File: src/rtl/fcap_pkg.sv
package fcap_pkg;

  // Reporting level selected per read.
  typedef enum logic {
    LVL_GONOGO = 1'b0,
    LVL_DIAG   = 1'b1
  } level_e;

endpackage

File: src/rtl/fcap_cmp.sv
// Compare stage: registers the bitwise error mask of each strobed read.
module fcap_cmp
  import fcap_pkg::*;
#(
  parameter int DW = 32,
  parameter int AW = 12
) (
  input  logic          clk,
  input  logic          rst,
  input  logic          clr,
  input  logic          in_valid,
  input  logic [DW-1:0] in_data,
  input  logic [DW-1:0] in_exp,
  input  logic [AW-1:0] in_addr,
  input  level_e        in_level,
  output logic          st_miss,
  output logic [DW-1:0] st_mask,
  output logic [AW-1:0] st_addr,
  output level_e        st_level
);

  logic [DW-1:0] diff;

  assign diff = in_data ^ in_exp;

  always_ff @(posedge clk) begin
    if (rst || clr) begin
      st_miss  <= 1'b0;
      st_mask  <= '0;
      st_addr  <= '0;
      st_level <= LVL_GONOGO;
    end else begin
      st_miss  <= in_valid && (|diff);
      st_mask  <= in_valid ? diff : '0;
      st_addr  <= in_addr;
      st_level <= in_level;
    end
  end

endmodule

File: src/rtl/fcap_tally.sv
// Sticky pass/fail flag and saturating mismatch counter.
module fcap_tally #(
  parameter int CW = 8
) (
  input  logic          clk,
  input  logic          rst,
  input  logic          clr,
  input  logic          miss,
  output logic          flag,
  output logic [CW-1:0] count
);

  localparam logic [CW-1:0] CMAX = {CW{1'b1}};

  always_ff @(posedge clk) begin
    if (rst || clr) begin
      flag  <= 1'b0;
      count <= '0;
    end else if (miss) begin
      flag <= 1'b1;
      if (count != CMAX) begin
        count <= count + 1'b1;
      end
    end
  end

endmodule

File: src/rtl/fcap_log.sv
// Failure log: address-matched merge, in-order fill, overflow, indexed read.
module fcap_log #(
  parameter int AW    = 12,
  parameter int DW    = 32,
  parameter int DEPTH = 8,
  localparam int IW   = (DEPTH > 1) ? $clog2(DEPTH) : 1,
  localparam int UW   = $clog2(DEPTH + 1)
) (
  input  logic          clk,
  input  logic          rst,
  input  logic          clr,
  input  logic          wr_en,
  input  logic [AW-1:0] wr_addr,
  input  logic [DW-1:0] wr_mask,
  input  logic [IW-1:0] rd_idx,
  output logic [UW-1:0] used,
  output logic          ovf,
  output logic          q_valid,
  output logic [AW-1:0] q_addr,
  output logic [DW-1:0] q_mask
);

  logic [AW-1:0]    ent_addr [DEPTH];
  logic [DW-1:0]    ent_mask [DEPTH];
  logic [DEPTH-1:0] hit;
  logic             full;

  // One address comparator per entry; only occupied entries may match.
  for (genvar g = 0; g < DEPTH; g++) begin : g_match
    assign hit[g] = (UW'(g) < used) && (ent_addr[g] == wr_addr);
  end

  assign full = (used == UW'(DEPTH));

  always_ff @(posedge clk) begin
    if (rst || clr) begin
      used <= '0;
      ovf  <= 1'b0;
      for (int i = 0; i < DEPTH; i++) begin
        ent_addr[i] <= '0;
        ent_mask[i] <= '0;
      end
    end else if (wr_en) begin
      if (|hit) begin
        for (int i = 0; i < DEPTH; i++) begin
          if (hit[i]) begin
            ent_mask[i] <= ent_mask[i] | wr_mask;
          end
        end
      end else if (!full) begin
        for (int i = 0; i < DEPTH; i++) begin
          if (UW'(i) == used) begin
            ent_addr[i] <= wr_addr;
            ent_mask[i] <= wr_mask;
          end
        end
        used <= used + 1'b1;
      end else begin
        ovf <= 1'b1;
      end
    end
  end

  // Registered read port.
  always_ff @(posedge clk) begin
    if (rst) begin
      q_valid <= 1'b0;
      q_addr  <= '0;
      q_mask  <= '0;
    end else begin
      q_valid <= int'(rd_idx) < int'(used);
      if (int'(rd_idx) < DEPTH) begin
        q_addr <= ent_addr[rd_idx];
        q_mask <= ent_mask[rd_idx];
      end else begin
        q_addr <= '0;
        q_mask <= '0;
      end
    end
  end

endmodule

File: src/rtl/bist_fail_logger.sv
module bist_fail_logger
  import fcap_pkg::*;
#(
  parameter int DW    = 32,
  parameter int AW    = 12,
  parameter int DEPTH = 8,
  parameter int CW    = 8,
  localparam int IW   = (DEPTH > 1) ? $clog2(DEPTH) : 1,
  localparam int UW   = $clog2(DEPTH + 1)
) (
  input  logic          clk,
  input  logic          rst,
  input  logic          clr,
  input  logic          diag_mode,
  input  logic          rd_valid,
  input  logic [DW-1:0] rd_data,
  input  logic [DW-1:0] exp_data,
  input  logic [AW-1:0] rd_addr,
  input  logic [IW-1:0] log_idx,
  output logic          fail_flag,
  output logic [CW-1:0] fail_count,
  output logic          log_ovf,
  output logic [UW-1:0] log_used,
  output logic          log_entry_valid,
  output logic [AW-1:0] log_addr,
  output logic [DW-1:0] log_mask
);

  logic          st_miss;
  logic [DW-1:0] st_mask;
  logic [AW-1:0] st_addr;
  level_e        st_level;
  logic          log_wr;

  fcap_cmp #(.DW(DW), .AW(AW)) u_cmp (
    .clk      (clk),
    .rst      (rst),
    .clr      (clr),
    .in_valid (rd_valid),
    .in_data  (rd_data),
    .in_exp   (exp_data),
    .in_addr  (rd_addr),
    .in_level (level_e'(diag_mode)),
    .st_miss  (st_miss),
    .st_mask  (st_mask),
    .st_addr  (st_addr),
    .st_level (st_level)
  );

  fcap_tally #(.CW(CW)) u_tally (
    .clk   (clk),
    .rst   (rst),
    .clr   (clr),
    .miss  (st_miss),
    .flag  (fail_flag),
    .count (fail_count)
  );

  assign log_wr = st_miss && (st_level == LVL_DIAG);

  fcap_log #(.AW(AW), .DW(DW), .DEPTH(DEPTH)) u_log (
    .clk     (clk),
    .rst     (rst),
    .clr     (clr),
    .wr_en   (log_wr),
    .wr_addr (st_addr),
    .wr_mask (st_mask),
    .rd_idx  (log_idx),
    .used    (log_used),
    .ovf     (log_ovf),
    .q_valid (log_entry_valid),
    .q_addr  (log_addr),
    .q_mask  (log_mask)
  );

endmodule

File: config.mk
export PLATFORM = sky130hd
export DESIGN_NAME = bist_fail_logger
export DESIGN_NICKNAME = d
export VERILOG_FILES = /design/src/rtl/fcap_pkg.sv /design/src/rtl/fcap_cmp.sv /design/src/rtl/fcap_tally.sv /design/src/rtl/fcap_log.sv /design/src/rtl/bist_fail_logger.sv
export SDC_FILE = /design/constraint.sdc
export NUM_CORES = 1
export LEC_CHECK = 0
export BUFFER_PORTS_ARGS = -buffer_cell sky130_fd_sc_hd__buf_2
export CORE_UTILIZATION = 45
export CTS_CLUSTER_SIZE = 20
export DETAILED_ROUTE_END_ITERATION = 10
export GPL_TIMING_DRIVEN = 0
export PLACE_DENSITY = 0.67
export SKIP_CTS_REPAIR_TIMING = 1
export SYNTH_ARGS = -nofsm -noshare
export SYNTH_HDL_FRONTEND = slang
export SYNTH_HIERARCHICAL = 1
export SYNTH_SLANG_ARGS = --single-unit
File: constraint.sdc
create_clock -name clk -period 5.05 [get_ports clk]
set_input_delay 0 -clock clk [delete_from_list [all_inputs] [get_ports clk]]
set_output_delay 0 -clock clk [all_outputs]
set_load 0.02 [all_outputs]
# ---- Word level (Yosys, flattened, before mapping)
# Memories as Yosys holds them, arrays and structs flattened. A register that Yosys moved wholly into a read port is not among the register bits.
# Index checks and enable logic that the tools add are counted.
dict set report classes {
  n_addsub 2
  magnitude_cmp 9
  eq_ne 17
  muxes 114
  bitwise 36
  n_reduce_logical 18
}
# operator n
set op_table {}
lappend op_table {{32-bit two-way mux} 16}
lappend op_table {{32-bit OR} 8}
lappend op_table {{12-bit == test} 8}
lappend op_table {{12-bit two-way mux} 8}
lappend op_table {{1-bit two-way mux} 90}
lappend op_table {{32-bit OR reduction} 1}
lappend op_table {{32-bit bitwise XOR} 1}
lappend op_table {{1-bit OR} 24}
lappend op_table {{3-bit by 4-bit == test with 1-bit output, first input constant} 4}
lappend op_table {{3-bit by 4-bit < comparator with 1-bit output, first input constant} 4}
lappend op_table {{1-bit logical AND} 10}
lappend op_table {{8-bit by 1-bit adder with 8-bit output, second input constant} 1}
lappend op_table {{2-bit by 4-bit == test with 1-bit output, first input constant} 2}
lappend op_table {{1-bit by 4-bit < comparator with 1-bit output, first input constant} 2}
lappend op_table {{2-bit by 4-bit < comparator with 1-bit output, first input constant} 2}
lappend op_table {{8-bit inequality test, second input constant} 1}
lappend op_table {{8-bit OR reduction} 1}
lappend op_table {{3-bit AND reduction} 2}
lappend op_table {{4-bit by 1-bit adder with 4-bit output, second input constant} 1}
lappend op_table {{1-bit by 4-bit == test with 1-bit output, first input constant} 1}
lappend op_table {{4-bit == test, second input constant} 1}
lappend op_table {{4-bit logical NOT} 1}
lappend op_table {{3-bit by 4-bit < comparator with 1-bit output} 1}
lappend op_table {{1-bit inverter} 3}
lappend op_table {{other kinds (3)} 3}
dict set report totals {
  reg_bits 61
  ram_bits 352
  in_bits 84
  out_inout_bits 59
  elab_cells 207
  mem_count 2
}
# name words word_bits read_ports rd_clocked_by_memory_dff write_ports line
set mem_list {}
lappend mem_list {u_log.ent_mask 8 32 9 1 8 fcap_log.sv:24} ;# logic [DW-1:0] ent_mask [DEPTH];
lappend mem_list {u_log.ent_addr 8 12 9 1 8 fcap_log.sv:23} ;# logic [AW-1:0] ent_addr [DEPTH];

# ---- Logic depth before layout (Yosys ltp)
# Gate-level depths: netlist (run 1).
dict set report depth {
  depth_word 9
  ltp_mapped 12
  depth_no_buf 9
}

# ---- Cells and area by module
# Netlist (run 1), hierarchy kept.
# mod n_inst cells_per_inst area_per_inst_um2 seq_area_each_um2
set by_module_without_submodules {}
lappend by_module_without_submodules {fcap_log 1 1547 19523.7 11571.1}
lappend by_module_without_submodules {fcap_cmp 1 140 1496.4 920.9}
lappend by_module_without_submodules {fcap_tally 1 53 504.2 180.2}
lappend by_module_without_submodules {bist_fail_logger 1 1 6.3 0.0}

# ---- Worst setup path before layout (run 1)
# Ideal clock, no wire load.
dict set report synth_timing {
  path_type {register -> register}
  startpoint {register u_log.used[1]}
  endpoint {memory u_log.ent_mask[1][0], enable pin}
  setup_ns 0.431
  arrival_time_ns 3.656
  required_time_ns 4.619
  slack_ns 0.964
  stages_incl_launch_ff 10
  path_buffers 1
  synth_period_minus_slack_ns 4.086
  cell_sequence {dfxtp_1 inv_1 ha_1 clkbuf_2 a21oi_1 and4_1 or4b_4 nor2_8 nand2_1 o211ai_1}
}
# element line
set synth_lines {}
lappend synth_lines {{start, declared} fcap_log.sv:16} ;# output logic [UW-1:0] used,
lappend synth_lines {{start signal, assigned} fcap_log.sv:57} ;# used <= used + 1'b1;
lappend synth_lines {{end, declared} fcap_log.sv:24}

==> impl_metrics.ini, run 1 <==
[status]
status = finished, violations left
violations = DRC

[routing]
routed_wl_mm = 65.80
drt_iter0_markers = 2001
wire_per_inst_um = 24.56
detail_route.vias_per_cell = 6.005
drc = 10
dr.pass1.iters = 8
vias = 16088
detail-route-antenna-nets = 0

[timing]
setup_viol = 0
final.period_utilization_pct = 94.02
worstMarginPinSlew_ns = 1.246
drv_slew = 0
max-slew-margin-rel_pct = 16.17
clock_skew_ns = 0.02476
grt_setup_unrepaired = no
timing.fmax_mhz = 210.6
final-hold-violation-count = 0
min_period_ns = 4.748

[clock_tree]
clock-sinks = 457
cts_buffers = 49
root_buffer = clkbuf_16
cts_max_path_buffers = 3
cts.clk_slew.worst_paths_ns = 0.06
tritoncts = built
clock_latency_ns = 0.60
h-tree-depth = 2

[synthesis]
synth_top_area_cell = edfxtp_1
synthesis.area_mm2 = 0.02153
syn_nets = 1831
synth_ff_type = edfxtp_1
synth_seq_cells = 457
synth_top_area_share_pct = 49.09
yosysUniqueCellTypes = 63
ys_seq_area_share_pct = 58.86
synth-edff-count = 352
syn_area_per_cell_um2 = 12.37
synthTopCellsByArea = edfxtp_1, dfxtp_1, mux4_2, a21oi_1, nor2_1
ys_async_sr_fraction_pct = 0
ys_top_cells_by_count = edfxtp_1, nor2_1, a21oi_1
yosys_warnings = 6
synthMostInstantiatedCell = edfxtp_1
syn_inst = 1741

[final_layout]
syn_to_final_growth_pct = 19.30
nFillCells = 3977
nets = 2120
layout-drive-gt1-share_pct = 19.99
final_area_mm2 = 0.02569

[setup_path]
crit_family = simple AND/OR/NAND/NOR gates
cp_num_buf_inv = 3
endpoint_kind = register
slowest_delay_ns = 1.05
path_class = register to register
crit_path_start_kind = register
cp_cell_sequence = inv_1 -> ha_1 -> clkbuf_2 -> nor2b_1 -> o211ai_1 -> nor4_1 -> nor4b_4 -> nand4_1 -> nand2_1 -> a21o_2 -> buf_12
critPathSlowestCell = nor4_1
cp.required_ns = 5.38
crit_arrival_ns = 5.08
cp_max_fo = 22

[place]
dp_hpwl_mm = 44.44
gp_congestion = 0.9219
numPortBuffers = 141
placed_area_mm2 = 0.02321

[die]
rows = 79
dieWidth_um = 220.7
ios = 143
die_area_mm2 = 0.04872
dieHeight_um = 220.7
coreArea_mm2 = 0.04685
initial_core_util_pct = 45.95

[flow_run]
maxCapViolCount = 0

[power_and_ir_drop]
powerDensity_mw_per_mm2 = 341.3
total_power_uw = 8768
ir_drop_mv = 0.2700
leakage_uw = 0.009550

[global_route]
grt_max_degree = 29
grt_pass1_vias = 15436
track_usage_pct = 26.66
antenna_found_initial = 1
grt-ovfl-total = 0
grt_first_pass_wirelength_mm = 95.45

[min_path]
hp-class = primary input to register
## cell usage in the layout (no fill, tap or decap), drive strengths merged, types with 15 or more instances in the layout
cell type / n
edfxtp: 352
nor2: 293
buf: 229
a21oi: 224
clkbuf: 125
dfxtp: 105
xnor2: 90
mux4: 88
dlygate4sd3: 85
inv: 52
nand2: 49
mux2i: 48
nor3: 42
xor2: 38
o21ai: 38
a22o: 32
o31ai: 32
nand4: 23
nand3: 17
and2: 15
## worst paths after layout
path / start / cells past startpoint / slack [ns] / end
setup / recovery: u_log/used[1] / 11 / 0.30 / u_log/ent_mask[6][19]
hold / removal: exp_data[1] / 5 / 0.10 / u_cmp/st_miss
setup reg to reg: u_log/used[1] / 11 / 0.30 / u_log/ent_mask[6][19]
hold reg to reg: u_tally/flag / 2 / 0.50 / u_tally/flag
## flip-flops by register name, indices dropped and copies added, names as in the netlist
register and cells:
u_cmp/st_miss 1, u_tally/count 8, u_log/ovf 1, u_tally/flag 1
u_log/q_valid 1, u_cmp/st_mask 32, u_log/q_addr 12, u_cmp/st_level 1
u_log/q_mask 32, u_log/used 4, u_log/ent_mask 256, u_cmp/st_addr 12
u_log/ent_addr 96
## final cells by class
type | instances | area, µm² | share of cell area [%]
clock inverter | 21 | 185.2 | 0.7209
inverter | 50 | 187.7 | 0.7306
tap | 607 | 759.5 | 2.957
sequential | 457 | 12670 | 49.33
buffer | 130 | 668.1 | 2.601
clock buffer | 71 | 1443 | 5.616
multi-input combinational | 1104 | 8024 | 31.24
timing repair buffer | 238 | 1745 | 6.795
antenna | 1 | 2.502 | 0.009742
## where the power goes
group	internal (µW)	total [µW]	leakage, µW	switching (µW)
clock	2140	3640	0.000798	1500
combinational	352	800	0.00398	448
sequential	4220	4330	0.00477	109
total	6710	8770	0.00955	2060
## kinds of logic after synthesis
group | Yosys count | synth area share (%)
flops | 457 | 58.86
buf+inv | 180 | 3.975
compound gates | 360 | 10.09
fa+ha+maj | 6 | 0.3487
xor+xnor | 128 | 5.207
mux | 136 | 11.44
simple gates | 474 | 10.09
## per-stage QoR
stage	instances	util (%)	TNS, ns	hold slack (ns)	setup WS [ns]
finish	2679	54.83	0	0.1013	0.3022
global route	2678	54.82	0	0.08580	0.1805
CTS	2593	53.00	0	-0.4025	0.4093
detailed placement	2501	49.53	0	0.2063	0.4220
global placement	2489	49.08	-91.67	0.2035	-0.7589
floorplan	1741	-	0	0.1217	0.9638
## worst reg2reg max path, stage by stage (launching register included)
cell and delay, ns:
dfxtp_1 0.61, inv_1 0.18, ha_1 0.21, clkbuf_2 0.20
nor2b_1 0.25, o211ai_1 0.14, nor4_1 1.05, nor4b_4 0.16
nand4_1 0.39, nand2_1 0.53, a21o_2 0.53, buf_12 0.24
## metal layers
metal	vias to the layer above	track usage [%]	share of wire [%]
met5	-	0	0.071
met4	2	10.78	3.4
li1	7009	-	-
met3	136	6.351	10
met1	8016	34.61	38
met2	925	43.00	48
Note: power is estimated with default switching activity, not from simulation.
==> run 2, diff against run 1 <==
--- a/config.mk
+++ b/config.mk
@@ -5,6 +5,7 @@
 export SDC_FILE = /design/constraint.sdc
 export NUM_CORES = 1
 export LEC_CHECK = 0
+export ABC_AREA = 1
 export BUFFER_PORTS_ARGS = -buffer_cell sky130_fd_sc_hd__buf_2
 export CORE_UTILIZATION = 45
 export CTS_CLUSTER_SIZE = 20
==> run 2 against run 1 <==
- the flow finishes with violations (hold timing)
- non-clock buffer count increased by 54
- maximum frequency increased by 17%
- die area up 5.7%
- global-route usage is 5.2 points higher
- synthesized cell count grew 52%
- via count increased by 33%
- clock skew fell by 0.0054 ns
- worst hold slack got worse by 0.13 ns
- utilization down 0.36 points
- clock power rose by 2%
- largest power group unchanged
==> impl_metrics.ini, run 2 <==
[synthesis]
yosys_warnings = 6
syn_area_per_cell_um2 = 8.576
synth_seq_cells = 457
synthesis.area_mm2 = 0.02277
ys_seq_area_share_pct = 55.65
synth_ff_type = edfxtp_1
syn_nets = 2745
synthMostInstantiatedCell = nand2_1
yosysUniqueCellTypes = 41
ys_async_sr_fraction_pct = 0
synth_top_area_cell = edfxtp_1
synth_top_area_share_pct = 46.42
synth-edff-count = 352
ys_top_cells_by_count = nand2_1, nor2_1, edfxtp_1
synthTopCellsByArea = edfxtp_1, dfxtp_1, nand2_1, nor2_1, o21ai_0
syn_inst = 2655

[status]
violations = hold timing
status = finished, violations left

[place]
dp_hpwl_mm = 60.08
gp_congestion = 0.9710
numPortBuffers = 141
dp_slack_ns = 1.107

[clock_tree]
clock_latency_ns = 0.62
cts.clk_slew.worst_paths_ns = 0.06
tritoncts = built
h-tree-depth = 2
cts_buffers = 49
cts_max_path_buffers = 3
clock-sinks = 457
root_buffer = clkbuf_16

[final_layout]
seq_area_mm2 = 0.01267
reg_top3 = u_log/ent_mask x256, u_log/ent_addr x96
final_common_cell = nand2_1
insertedDiodeCount = 0
multiInputGateArea_mm2 = 0.008492
nets = 3060
largest_reg_flops = 256
final_cell_mix = nand2_1, nor2_1, edfxtp_1
regMostFlops = u_log/ent_mask
syn_to_final_growth_pct = 19.75
layout-drive-gt1-share_pct = 11.66
nFillCells = 4615

[routing]
vias = 21325
drt_iter0_markers = 3311
dr.pass1.iters = 8
routed_wl_mm = 84.62
wire_per_inst_um = 22.97
detail_route.vias_per_cell = 5.790
drc = 0
detail-route-antenna-nets = 0

[die]
coreArea_mm2 = 0.05007
ios = 143
dieWidth_um = 226.9
initial_core_util_pct = 45.48
die_area_mm2 = 0.05150
rows = 82
dieHeight_um = 226.9

[global_route]
grt_max_degree = 33
antenna_found_initial = 1
grt-ovfl-total = 0
track_usage_pct = 31.89
grt_pass1_vias = 19286
grt_first_pass_wirelength_mm = 120.2

[power_and_ir_drop]
ir_drop_mv = 0.2004
leakage_uw = 0.01085
powerDensity_mw_per_mm2 = 329.2
total_power_uw = 8975

[timing]
setup_viol = 0
drv_slew = 0
finalWorstSetupSlack_ns = 0.9966
timing.fmax_mhz = 246.7
tns_ns = 0
grt_setup_unrepaired = no
min_period_ns = 4.053
worstMarginPinSlew_ns = 1.288
final.period_utilization_pct = 80.27
max-slew-margin-rel_pct = 13.84
whs_ns = -0.02746
clock_skew_ns = 0.01937
final-hold-violation-count = 1

[setup_path]
crit_path_start_kind = register
path_class = register to register
crit_arrival_ns = 4.16
cp_max_fo = 32
endpoint_kind = register
cp.required_ns = 5.16

[min_path]
hp-class = primary input to register

[flow_run]
maxCapViolCount = 0
-- run 2: changes by cell type after synthesis, sizes merged, moves of 56 or more --
cell	delta
inv	+159
mux4	-88
nand2	+492
nand3	+81
nor2	+182
o21ai	+331
xnor2	-56
-- run 2: kinds of logic after synthesis --
family,Yosys count,synth area share (%)
and+or+nand+nor,1149,20.56
adders and majority gates,6,0.3297
AOI/OAI and AO/OA,639,14.92
DFF,457,55.65
buffers and inverters,368,7.149
xor gates and xnor gates,36,1.385
-- run 2: final timing paths --
path | start | to | slack [ns] | cells after the start
max | u_log/used[3] | u_log/ent_mask[2][25] | 1.0 | 15
min | rd_data[26] | u_cmp/st_miss | -0.03 | 9
max reg2reg | u_log/used[3] | u_log/ent_mask[2][25] | 1.0 | 15
min reg2reg | u_tally/flag | u_tally/flag | 0.50 | 2
-- run 2: stage by stage --
step,cell area [µm²],std cells,util (%)
detailed placement,24500,3479,48.93
floorplan,22770,2655,-
CTS,26150,3571,52.22
global route,27270,3683,54.46
global placement,24320,3468,48.57
finish,27270,3683,54.46
-- run 2: area by class of cell --
cell class / count / share of cell area [%]
multi-input cells: 1830 / 31.14
clock inverters: 16 / 0.7066
plain buffers: 158 / 3.079
flip-flops and latches: 457 / 46.47
well taps: 672 / 3.084
inverters: 210 / 2.891
repair buffers: 264 / 7.287
clock buffers: 76 / 5.337
-- run 2: where the power goes --
group	switching [µW]	internal, µW	total [µW]	leakage (µW)
Combinational	641	310	950	0.00526
Clock	1550	2150	3700	0.000815
Sequential	105	4220	4330	0.00478
-- run 2: routing by layer --
metal  GRT usage [%]  up-vias  share of wire [%]
li1                -     9571                  -
met1           44.71    10045                 39
met2           47.01     1485                 43
met3           8.028      222                 14
met4           13.12        2                4.1
met5               0        -              0.015
-- run 2: worst max-delay path, cell delays in order (launching register included) --
cell and delay (ns):
dfxtp_1 0.35, buf_2 0.24, inv_2 0.09, nand2_2 0.19, nor2_1 0.14, nor2_1 0.14
nand2_1 0.11, nor2_1 0.16, nand2_1 0.14, nand2_1 0.14, nor2_4 0.07, nand4_1 0.24
nor2_1 0.07, nor2_1 0.45, buf_2 0.37, nand2_2 0.63
